[src/rtl/mem_write_guard.sv]
module mem_write_guard #(
  parameter int ADDR_W = 8,
  parameter int BLK_W  = 4,
  parameter int ID_W   = 3
) (
  input  logic                    clk,
  input  logic                    rst_n,
  input  logic [ADDR_W-1:0]       cpu_addr,
  input  logic                    cpu_wr,
  output logic                    mem_wr,
  output logic                    fault,
  output logic [ADDR_W-1:0]       fault_addr,
  output logic [ID_W-1:0]         active_id,
  input  logic                    kernel_entry,
  input  logic                    cfg_we,
  input  logic                    cfg_sel,
  input  logic [ADDR_W-BLK_W-1:0] cfg_idx,
  input  logic [ID_W-1:0]         cfg_data
);

  localparam int IDX_W = ADDR_W - BLK_W;
  localparam int NBLK  = 1 << IDX_W;

  logic [ID_W-1:0] owner [NBLK];

  wire [IDX_W-1:0] blk     = cpu_addr[ADDR_W-1:BLK_W];
  wire             kernel  = (active_id == '0);
  wire             allowed = kernel || (owner[blk] == active_id);
  wire             blocked = cpu_wr && !allowed;
  wire             cfg_ok  = cfg_we && kernel;

  assign mem_wr = cpu_wr && allowed;

  for (genvar g = 0; g < NBLK; g++) begin : g_owner
    always_ff @(posedge clk or negedge rst_n)
      if (!rst_n)
        owner[g] <= '0;
      else if (cfg_ok && !cfg_sel && cfg_idx == IDX_W'(g))
        owner[g] <= cfg_data;
  end

  always_ff @(posedge clk or negedge rst_n)
    if (!rst_n)
      active_id <= '0;
    else if (kernel_entry)
      active_id <= '0;
    else if (cfg_ok && cfg_sel)
      active_id <= cfg_data;

  always_ff @(posedge clk or negedge rst_n)
    if (!rst_n) begin
      fault      <= 1'b0;
      fault_addr <= '0;
    end else begin
      fault <= blocked;
      if (blocked) fault_addr <= cpu_addr;
    end

  assert_no_write_without_strobe_R10: assert property (@(posedge clk) disable iff (!rst_n)
    mem_wr |-> cpu_wr);

  assert_kernel_always_writes_R2: assert property (@(posedge clk) disable iff (!rst_n)
    (cpu_wr && active_id == '0) |-> mem_wr);

  assert_fault_follows_refusal_R4: assert property (@(posedge clk) disable iff (!rst_n)
    fault |-> ($past(cpu_wr) && !$past(mem_wr) && $past(active_id) != '0));

  assert_fault_addr_capture_R5: assert property (@(posedge clk) disable iff (!rst_n)
    fault |-> fault_addr == $past(cpu_addr));

  assert_fault_addr_hold_R5: assert property (@(posedge clk) disable iff (!rst_n)
    !fault |-> $stable(fault_addr) || $fell(fault) == 1'b0 && $past(fault));

  assert_locked_active_R8: assert property (@(posedge clk) disable iff (!rst_n)
    (active_id != '0 && !kernel_entry) |=> $stable(active_id));

  assert_kernel_entry_R9: assert property (@(posedge clk) disable iff (!rst_n)
    kernel_entry |=> active_id == '0);

endmodule

[config.mk]
export PLATFORM = sky130hd
export DESIGN_NAME = mem_write_guard
export DESIGN_NICKNAME = d
export VERILOG_FILES = /design/src/rtl/mem_write_guard.sv
export SDC_FILE = /design/constraint.sdc
export NUM_CORES = 1
export LEC_CHECK = 0
export ABC_CLOCK_PERIOD_IN_PS = 3150
export CORE_ASPECT_RATIO = 1.4
export CORE_MARGIN = 2
export CORE_UTILIZATION = 60
export CTS_BUF_LIST = sky130_fd_sc_hd__clkbuf_8
export CTS_CLUSTER_DIAMETER = 30
export DETAILED_ROUTE_END_ITERATION = 10
export DONT_BUFFER_PORTS = 1
export GPL_ROUTABILITY_DRIVEN = 0
export PLACE_DENSITY = 0.76
export SLEW_MARGIN = 30
export SYNTH_ARGS = -nofsm -noshare
export SYNTH_HDL_FRONTEND = slang
export SYNTH_SLANG_ARGS = --single-unit
[constraint.sdc]
create_clock -name clk -period 3.15 [get_ports clk]
set_input_delay 0.63 -clock clk [delete_from_list [all_inputs] [get_ports clk]]
set_output_delay 0.63 -clock clk [all_outputs]
set_load 0.005 [all_outputs]
==> results of run 1 <==
==> worst paths after layout <==
path                                       to          from  cells past startpoint
worst max-delay path                   mem_wr     owner[42]                      5
max in group asynchronous           owner[13]         rst_n                      1
min in group clk                 active_id[0]  kernel_entry                      1
worst min-delay path            fault_addr[0]         rst_n                      1
worst max register to register       owner[5]  active_id[2]                      5
worst min register to register      owner[33]     owner[33]                      1
==> cell families after synthesis <==
logic type | Yosys count | synth area share (%)
buffers and inverters | 10 | 1.968
muxes | 84 | 36.42
and+or+nand+nor | 36 | 6.122
AOI/OAI and AO/OA | 5 | 1.793
DFF | 60 | 52.47
xor gates and xnor gates | 4 | 1.225
==> state kept, by name, indices dropped and copies added (netlist names) <==
name and flops:
fault_addr 8, fault 1, active_id 3, owner 48
==> critical path, delay by kind of cell (launching register included) <==
family / cells / cell delay [ps]
flops: 1 / 400
compound gates: 1 / 320
mux: 4 / 1130
==> power by group <==
group          leakage, µW  internal, µW  switching, µW  total, µW
Clock            0.0000976           315            276        591
Combinational     0.000568           217            121        338
Sequential        0.000774           948            109       1060
==> Yosys cell counts <==
cell type	n	area (µm²)
xor2_1	2	17.52
and3_1	1	6.260
nand2_1	11	41.29
inv_1	2	7.510
buf_6	2	22.52
buf_4	1	7.510
nor4_1	1	6.260
nor2_1	8	30.03
nor2b_1	3	18.77
buf_1	1	3.750
or3_1	2	12.51
nor4b_1	2	17.52
xnor2_1	2	17.52
dfrtp_1	60	1501
clkbuf_1	4	15.01
mux2_2	56	630.6
mux2i_1	19	190.2
nor3b_1	1	7.510
a311oi_1	1	8.760
mux2_4	1	15.01
a32oi_4	1	27.53
mux4_1	7	183.9
mux4_2	1	22.52
nor3_1	2	10.01
nand3_1	5	25.02
a21oi_1	3	15.01
==> layout make-up <==
| class | instances | area (µm²) | area share, % |
|---|---|---|---|
| tap | 62 | 77.57 | 2.513 |
| clock inverter | 4 | 17.52 | 0.5675 |
| multi-input combinational | 129 | 1304 | 42.24 |
| inverter | 2 | 7.507 | 0.2432 |
| timing repair buffer | 1 | 27.53 | 0.8918 |
| sequential | 60 | 1501 | 48.64 |
| clock buffer | 11 | 151.4 | 4.905 |
==> through the flow <==
| stage | hold slack, ps | total power [µW] | cells | worst slack [ps] | instance area (µm²) |
|---|---|---|---|---|---|
| floorplan | 334.4 | 1324 | 199 | 317.8 | 2861 |
| global placement | 335.6 | 1365 | 253 | 408.5 | 2890 |
| detailed placement | 335.7 | 1397 | 253 | 372.9 | 2890 |
| CTS | 157.6 | 2005 | 269 | 309.2 | 3087 |
| global route | 159.8 | 2090 | 269 | 205.0 | 3087 |
| finish | 147.3 | 1985 | 269 | 324.1 | 3087 |
==> cells in the final DEF, fill, tap and decap left out <==
master / n
nor2b_1: 3
a32oi_4: 1
buf_16: 1
clkinv_2: 2
nor2_1: 8
clkbuf_8: 11
nor4_1: 1
or3_1: 2
nor4b_1: 2
mux2_4: 1
nand3_1: 5
a311oi_1: 1
mux2i_1: 19
nor3_1: 2
mux4_2: 1
a21oi_1: 3
xor2_1: 2
and3_1: 1
nand2_1: 11
xnor2_1: 2
dfrtp_1: 60
nor3b_1: 1
inv_1: 4
mux2_2: 56
mux4_1: 7
==> per-layer routing <==
| metal | up-vias | wire (µm) |
|---|---|---|
| met3 | 12 | 358 |
| met5 | - | 0 |
| li1 | 746 | - |
| met1 | 841 | 2141 |
| met2 | 55 | 3084 |
| met4 | 0 | 128 |
==> results.yml, run 1 <==
synth:
  syn_area_mm2: 0.002861
  ys_ff_latch: 60
  syn_nets: 220
  ys_seq_area_share_pct: 52.47
  ys_types: 26
  syn_area_per_cell_um2: 14.38
  postSynthCellCount: 199
  synth_warnings: 0
worst_setup_path:
  critPathSlowestCell: "mux4_1"
  crit_path_frequent_cell: "mux2i_1"
  slowest_delay_ps: 500
  crit_chain: "mux4_1 > mux2i_1 > mux2i_1 > mux2_4 > a311oi_1"
  critical_path_arrival_ps: 2200
  worstPathRequired_ps: 2520
  cp-end-kind: "primary output"
  setup.worst_path.start_class: "flop"
  path_class: "reg2out"
  rrSetupSlack_ps: 630
  crit_fanout: 2
routing:
  wl_per_cell_um: 21.24
  vias: 1654
  drc: 0
  drt_iter0_markers: 130
  drt-total-wl_um: 5713
  detail-route-antenna-nets: 0
  avgViaCountPerCell: 6.149
  drtPass1Iterations: 4
die:
  fp.dieArea_mm2: 0.005345
  core_area_mm2: 0.004572
  fp-row-count: 29
  die-width_um: 62.37
  die_y_um: 85.71
  pin_count: 34
  start_util_pct: 62.59
global_route:
  gr-total-overflow: 0
  grt_start_max_net_pins: 61
  grt_pass1_vias: 1900
  globalRouteMet3Util_pct: 8.399
  gr-usage-met2_pct: 43.38
  antenna_found_initial: 0
  grt_pass1_wl_um: 9542
  gr-usage-all-layers_pct: 24.68
  grt-busiest-layer: "met2"
  grt_use_met1_pct: 26.17
final_layout:
  fillers: 338
  n_antenna_cell: 0
  fin_util_pct: 67.52
  num-nets-final: 224
  areaGrowthSynthToFinish_pct: 7.871
  drive_gt1_share_pct: 35.27
clocking:
  htreeDepth: 3
  cts_resized: 0
  cts_root_buffer: "clkbuf_8"
  clock-sinks: 60
  clk_latency_ps: 340
  postCtsSetupBuffers: 0
  clockBufferDepth: 2
  cts_buffers: 9
  cts_tree: "yes"
  cts_hold_buffers: 1
  clk_pin_slew_ps: 60
hold_path:
  worstHoldPathType: "in2async"
sta:
  hold_viol_final: 0
  setup_tns_ps: 0
  relSlewSlack_pct: 42.10
  clock.fmax_ghz: 0.3539
  clock_skew_ps: 4.429
  finalSetupViolCount: 0
  worst_pin_slew_ps: 860.5
  fin_crit_ps: 2826
  fin_crit_sh_pct: 89.71
  final_max_slew_viol_count: 0
  rsz0062_at_grt: "no"
status:
  outcome: "finished clean"
placed_design:
  post-dp-hpwl_um: 4112
  portBuffers: 0
pwr:
  leakagePower_uw: 0.001439
  powerDensity_mw_per_mm2: 643.2
  ir_drop_mv: 0.3649
flow_run:
  cap_violations: 0
Note: power is estimated with default switching activity, not from simulation.
==> run 2: changes to the inputs <==
--- a/config.mk
+++ b/config.mk
@@ -10,10 +10,10 @@
 export CORE_MARGIN = 2
 export CORE_UTILIZATION = 60
 export CTS_BUF_LIST = sky130_fd_sc_hd__clkbuf_8
-export CTS_CLUSTER_DIAMETER = 30
 export DETAILED_ROUTE_END_ITERATION = 10
 export DONT_BUFFER_PORTS = 1
 export GPL_ROUTABILITY_DRIVEN = 0
+export MAX_ROUTING_LAYER = met4
 export PLACE_DENSITY = 0.76
 export SLEW_MARGIN = 30
 export SYNTH_ARGS = -nofsm -noshare
==> run 2 against run 1 <==
Compared with the run above: sequential cell count is the same; global-route usage grew 0.76 points; wire length is essentially flat; clock power is essentially flat; register-to-register slack is essentially flat; via count grew 0.18%; cell count is the same; maximum frequency shrank 0.12%; core utilization is the same; largest cell class unchanged; highest routed layer unchanged.
==> results.yml, run 2 (synthesis results as in run 1) <==
status:
  outcome: "finished clean"
worst_setup_path:
  slowest_delay_ps: 500
  setup.worst_path.start_class: "flop"
  critical_path_arrival_ps: 2200
  critPathSlowestCell: "mux4_1"
  path_class: "reg2out"
  timing.rr.start: "active_id[2]"
  startpoint: "owner[42]"
  path_delay_family: "multiplexers"
  crit_path_frequent_cell: "mux2i_1"
  cp-end-kind: "primary output"
  crit_fanout: 2
  crit_chain: "mux4_1 > mux2i_1 > mux2i_1 > mux2_4 > a311oi_1"
  worstPathRequired_ps: 2520
  crit_buf_inv: 0
  rrSetupSlack_ps: 620
sta:
  clock_skew_ps: 4.894
  fin_crit_sh_pct: 89.82
  clock.fmax_ghz: 0.3535
  final_max_slew_viol_count: 0
  layout_setup_ws_ps: 320.8
  relSlewSlack_pct: 41.17
  fin_crit_ps: 2829
  rsz0062_at_grt: "no"
  finalSetupViolCount: 0
  setup_tns_ps: 0
  worst_pin_slew_ps: 874.3
  hold_viol_final: 0
pwr:
  leakagePower_uw: 0.001439
  ir_drop_mv: 0.3653
  total_power_uw: 1987
  powerDensity_mw_per_mm2: 643.7
final_layout:
  fillers: 338
  largest_reg_flops: 48
  fin_util_pct: 67.52
  final_common_cell: "dfrtp_1"
  num-nets-final: 224
  n_antenna_cell: 0
  ff_latch_area_mm2: 0.001501
  multi_input_area_mm2: 0.001304
  final_cell_mix: "60 x dfrtp_1, 56 x mux2_2, 19 x mux2i_1"
  top_register: "owner"
  biggestRegsByFlops: "owner (48), fault_addr (8), active_id (3)"
  areaGrowthSynthToFinish_pct: 7.871
  finalInstanceArea_mm2: 0.003087
  drive_gt1_share_pct: 35.27
clocking:
  clockBufferDepth: 2
  clk_pin_slew_ps: 60
  cts_root_buffer: "clkbuf_8"
  htreeDepth: 3
  cts_tree: "yes"
  clk_latency_ps: 340
  clock-sinks: 60
  cts_buffers: 9
  cts_resized: 0
hold_path:
  worstHoldPathType: "in2async"
routing:
  drt_iter0_markers: 138
  drt-total-wl_um: 5718
  drc: 0
  detail-route-antenna-nets: 0
  wl_per_cell_um: 21.26
  avgViaCountPerCell: 6.160
  drtPass1Iterations: 4
  vias: 1657
global_route:
  grt_start_max_net_pins: 61
  gr-usage-all-layers_pct: 25.44
  gr-total-overflow: 0
  antenna_found_initial: 0
  grt_pass1_vias: 1888
  grt_pass1_wl_um: 9542
placed_design:
  place_area_mm2: 0.002890
  portBuffers: 0
  dp_slack_ps: 372.9
  post-dp-hpwl_um: 4112
die:
  pin_count: 34
  core_area_mm2: 0.004572
  die_y_um: 85.71
  die-width_um: 62.37
  fp.dieArea_mm2: 0.005345
  start_util_pct: 62.59
  fp-row-count: 29
flow_run:
  cap_violations: 0
==> run 2: cell counts in the layout (fill, tap and decap cells not counted) <==
No cell type changed its count.
==> run 2: worst paths after layout <==
check / to / cells past startpoint
max: mem_wr / 5
min: fault_addr[0] / 1
max reg2reg: owner[5] / 5
min reg2reg: owner[33] / 1
max in group asynchronous: active_id[2] / 1
min in group clk: active_id[0] / 1
==> run 2: per-layer routing <==
layer,up-vias,share of wire (%),track usage [%]
met5,-,0,-
met4,0,1.8,11.52
met3,10,6.0,9.580
met2,48,54,43.08
met1,853,39,26.44
li1,746,-,-
==> run 2: layout make-up <==
cell class	count	area share (%)
clock buffers	11	4.905
well taps	62	2.513
inverters	2	0.2432
repair buffers	1	0.8918
multi-input cells	129	42.24
clock inverters	4	0.5675
flip-flops and latches	60	48.64
==> run 2: timing repair <==
item                      4_1_cts  5_1_grt
hold buffers                    1        0
buffers inserted                0        0
hold endpoints to repair       60        0
==> run 2: report_power, final <==
part	internal [µW]	switching, µW	leakage (µW)	total [µW]
registers	948	108	0.000774	1060
logic	217	120	0.000568	338
clock network	315	278	0.0000976	593
total	1480	506	0.00144	1990
==> run 2: metrics by stage <==
stage / std cells / hold slack [ps]
6_report: 269 / 141.6
5_1_grt: 269 / 157.8
4_1_cts: 269 / 157.6
3_5_place_dp: 253 / 335.7
3_3_place_gp: 253 / 335.6
2_1_floorplan: 199 / 334.4
==> run 3: changes to the inputs <==
--- a/config.mk
+++ b/config.mk
@@ -6,7 +6,6 @@
 export NUM_CORES = 1
 export LEC_CHECK = 0
 export ABC_CLOCK_PERIOD_IN_PS = 3150
-export CORE_ASPECT_RATIO = 1.4
 export CORE_MARGIN = 2
 export CORE_UTILIZATION = 60
 export CTS_BUF_LIST = sky130_fd_sc_hd__clkbuf_8
==> run 3 against run 2 <==
Compared with the run above: design area grew 0.32%; via count grew 0.42%; maximum frequency rose by 0.96%; global-route usage is 0.53 points lower; sequential cell count is the same; count of clock-buffer cells in the layout increased by 1; largest cell class unchanged; largest power group unchanged.
==> results.yml, run 3 (synthesis results as in run 1) <==
status:
  outcome: "finished clean"
placed_design:
  post-dp-hpwl_um: 4086
  portBuffers: 0
  place_area_mm2: 0.002888
final_layout:
  n_antenna_cell: 0
  fin_util_pct: 66.44
  final_cell_mix: "60 x dfrtp_1, 56 x mux2_2, 19 x mux2i_1"
  num-nets-final: 225
  finalInstanceArea_mm2: 0.003097
  final_common_cell: "dfrtp_1"
  largest_reg_flops: 48
  areaGrowthSynthToFinish_pct: 8.220
  top_register: "owner"
  biggestRegsByFlops: "owner (48), fault_addr (8), active_id (3)"
  drive_gt1_share_pct: 35.41
routing:
  drt-total-wl_um: 5677
  detail-route-antenna-nets: 0
  vias: 1664
  dr_wl_met2_um: 2814
  wl_per_cell_um: 21.59
  met1_length_um: 2462
  routed.top_layer: "met4"
  drt_iter0_markers: 103
  met3_length_um: 319
  drc: 0
  avgViaCountPerCell: 6.327
  drtPass1Iterations: 4
pwr:
  ir_drop_mv: 0.4018
  switchingPower_uw: 511.2
  p_int_uw: 1508
  powerDensity_mw_per_mm2: 651.9
  swShare_pct: 25.32
  seqPwrFrac_pct: 52.7
  total_power_uw: 2019
  clkPwrFrac_pct: 30.5
  combPwrFrac_pct: 16.8
  leakagePower_uw: 0.001452
worst_setup_path:
  critPathSlowestCell: "mux4_1"
  rrSetupSlack_ps: 760
  regToRegEndpoint: "owner[3]"
  critical_path_arrival_ps: 2170
  slowest_delay_ps: 530
  worstPathRequired_ps: 2520
  setup.worst_path.start_class: "flop"
  path_class: "reg2out"
  crit_chain: "mux2i_1 > mux4_1 > xnor2_1 > or3_1 > a311oi_1"
  cp-end-kind: "primary output"
  crit_fanout: 2
  rr_worst_depth: 6
  timing.rr.start: "active_id[2]"
clocking:
  cts_resized: 0
  clk_latency_ps: 330
  postCtsSetupBuffers: 0
  clk_pin_slew_ps: 60
  clock-sinks: 60
  clockBufferDepth: 2
  cts_root_buffer: "clkbuf_8"
  cts_tree: "yes"
  cts_buffers: 9
  htreeDepth: 3
die:
  die_y_um: 73.06
  core_area_mm2: 0.004661
  pin_count: 34
  die-width_um: 73.06
  fp-row-count: 25
  fp.dieArea_mm2: 0.005338
  start_util_pct: 61.40
hold_path:
  worstHoldPathType: "in2async"
global_route:
  grt_start_max_net_pins: 61
  grt_pass1_vias: 1827
  antenna_found_initial: 0
  gr-total-overflow: 0
  gr-usage-all-layers_pct: 24.90
  grt_pass1_wl_um: 9356
sta:
  hold_viol_final: 0
  worst_pin_slew_ps: 721.2
  finalSetupViolCount: 0
  fin_crit_sh_pct: 88.96
  clock.fmax_ghz: 0.3569
  fin_crit_ps: 2802
  rsz0062_at_grt: "no"
  relSlewSlack_pct: 51.25
  clock_skew_ps: 5.450
  setup_tns_ps: 0
  final_max_slew_viol_count: 0
  whs_ps: 146.2
flow_run:
  cap_violations: 0
[run 3: changes by cell type in the layout (fill, tap and decap cells not counted), sizes merged]
cell | previous run | this run
buf | 1 | 2
clkbuf | 11 | 12
inv | 4 | 5
clkinv | 2 | 1
[run 3: cell type report]
class,instances,area [µm²]
Clock inverter,4,16.27
Timing Repair Buffer,2,35.03
Inverter,2,7.507
Fill cell,333,1564
Sequential cell,60,1501
Clock buffer,12,165.2
Tap cell,54,67.56
Multi-Input combinational cell,129,1304
[run 3: repair_timing]
action	in CTS	in global routing
setup endpoints to repair	0	0
hold buffers	1	0
endpoints found under the hold margin	60	0
[run 3: power groups by stage]
stage	Combinational (µW)	Clock, µW	Sequential (µW)
2_1_floorplan	295	0	1030
3_3_place_gp	305	0	1060
3_5_place_dp	325	0	1080
4_1_cts	345	634	1060
5_1_grt	371	669	1080
6_report	339	616	1060
[run 3: metrics by stage]
| step | setup WS (ps) | std cells |
|---|---|---|
| finish | 347.7 | 263 |
| global route | 271.3 | 263 |
| CTS | 324.7 | 263 |
| detailed placement | 408.1 | 246 |
| global placement | 421.7 | 246 |
| floorplan | 317.8 | 199 |
[run 3: layer usage]
metal,GRT usage (%),vias to the layer above
met3,8.149,7
met1,29.96,863
li1,-,742
met4,11.11,0
met5,-,-
met2,38.24,52
[run 3: worst max path at each step]
stage	start	depth (start not counted)	end	slack, ps
floorplan	cpu_addr[4]	6	mem_wr	320
global placement	cpu_addr[4]	5	mem_wr	420
detailed placement	cpu_addr[4]	5	mem_wr	410
CTS	owner[37]	5	mem_wr	320
global route	owner[24]	5	mem_wr	270
finish	owner[37]	5	mem_wr	350
[run 3: critical path, delay by kind of cell, from the launching register on]
kind	cells	cell delay (ps)
simple gates	1	410
compound gates	1	300
xor+xnor	1	140
mux	2	610
flops	1	380
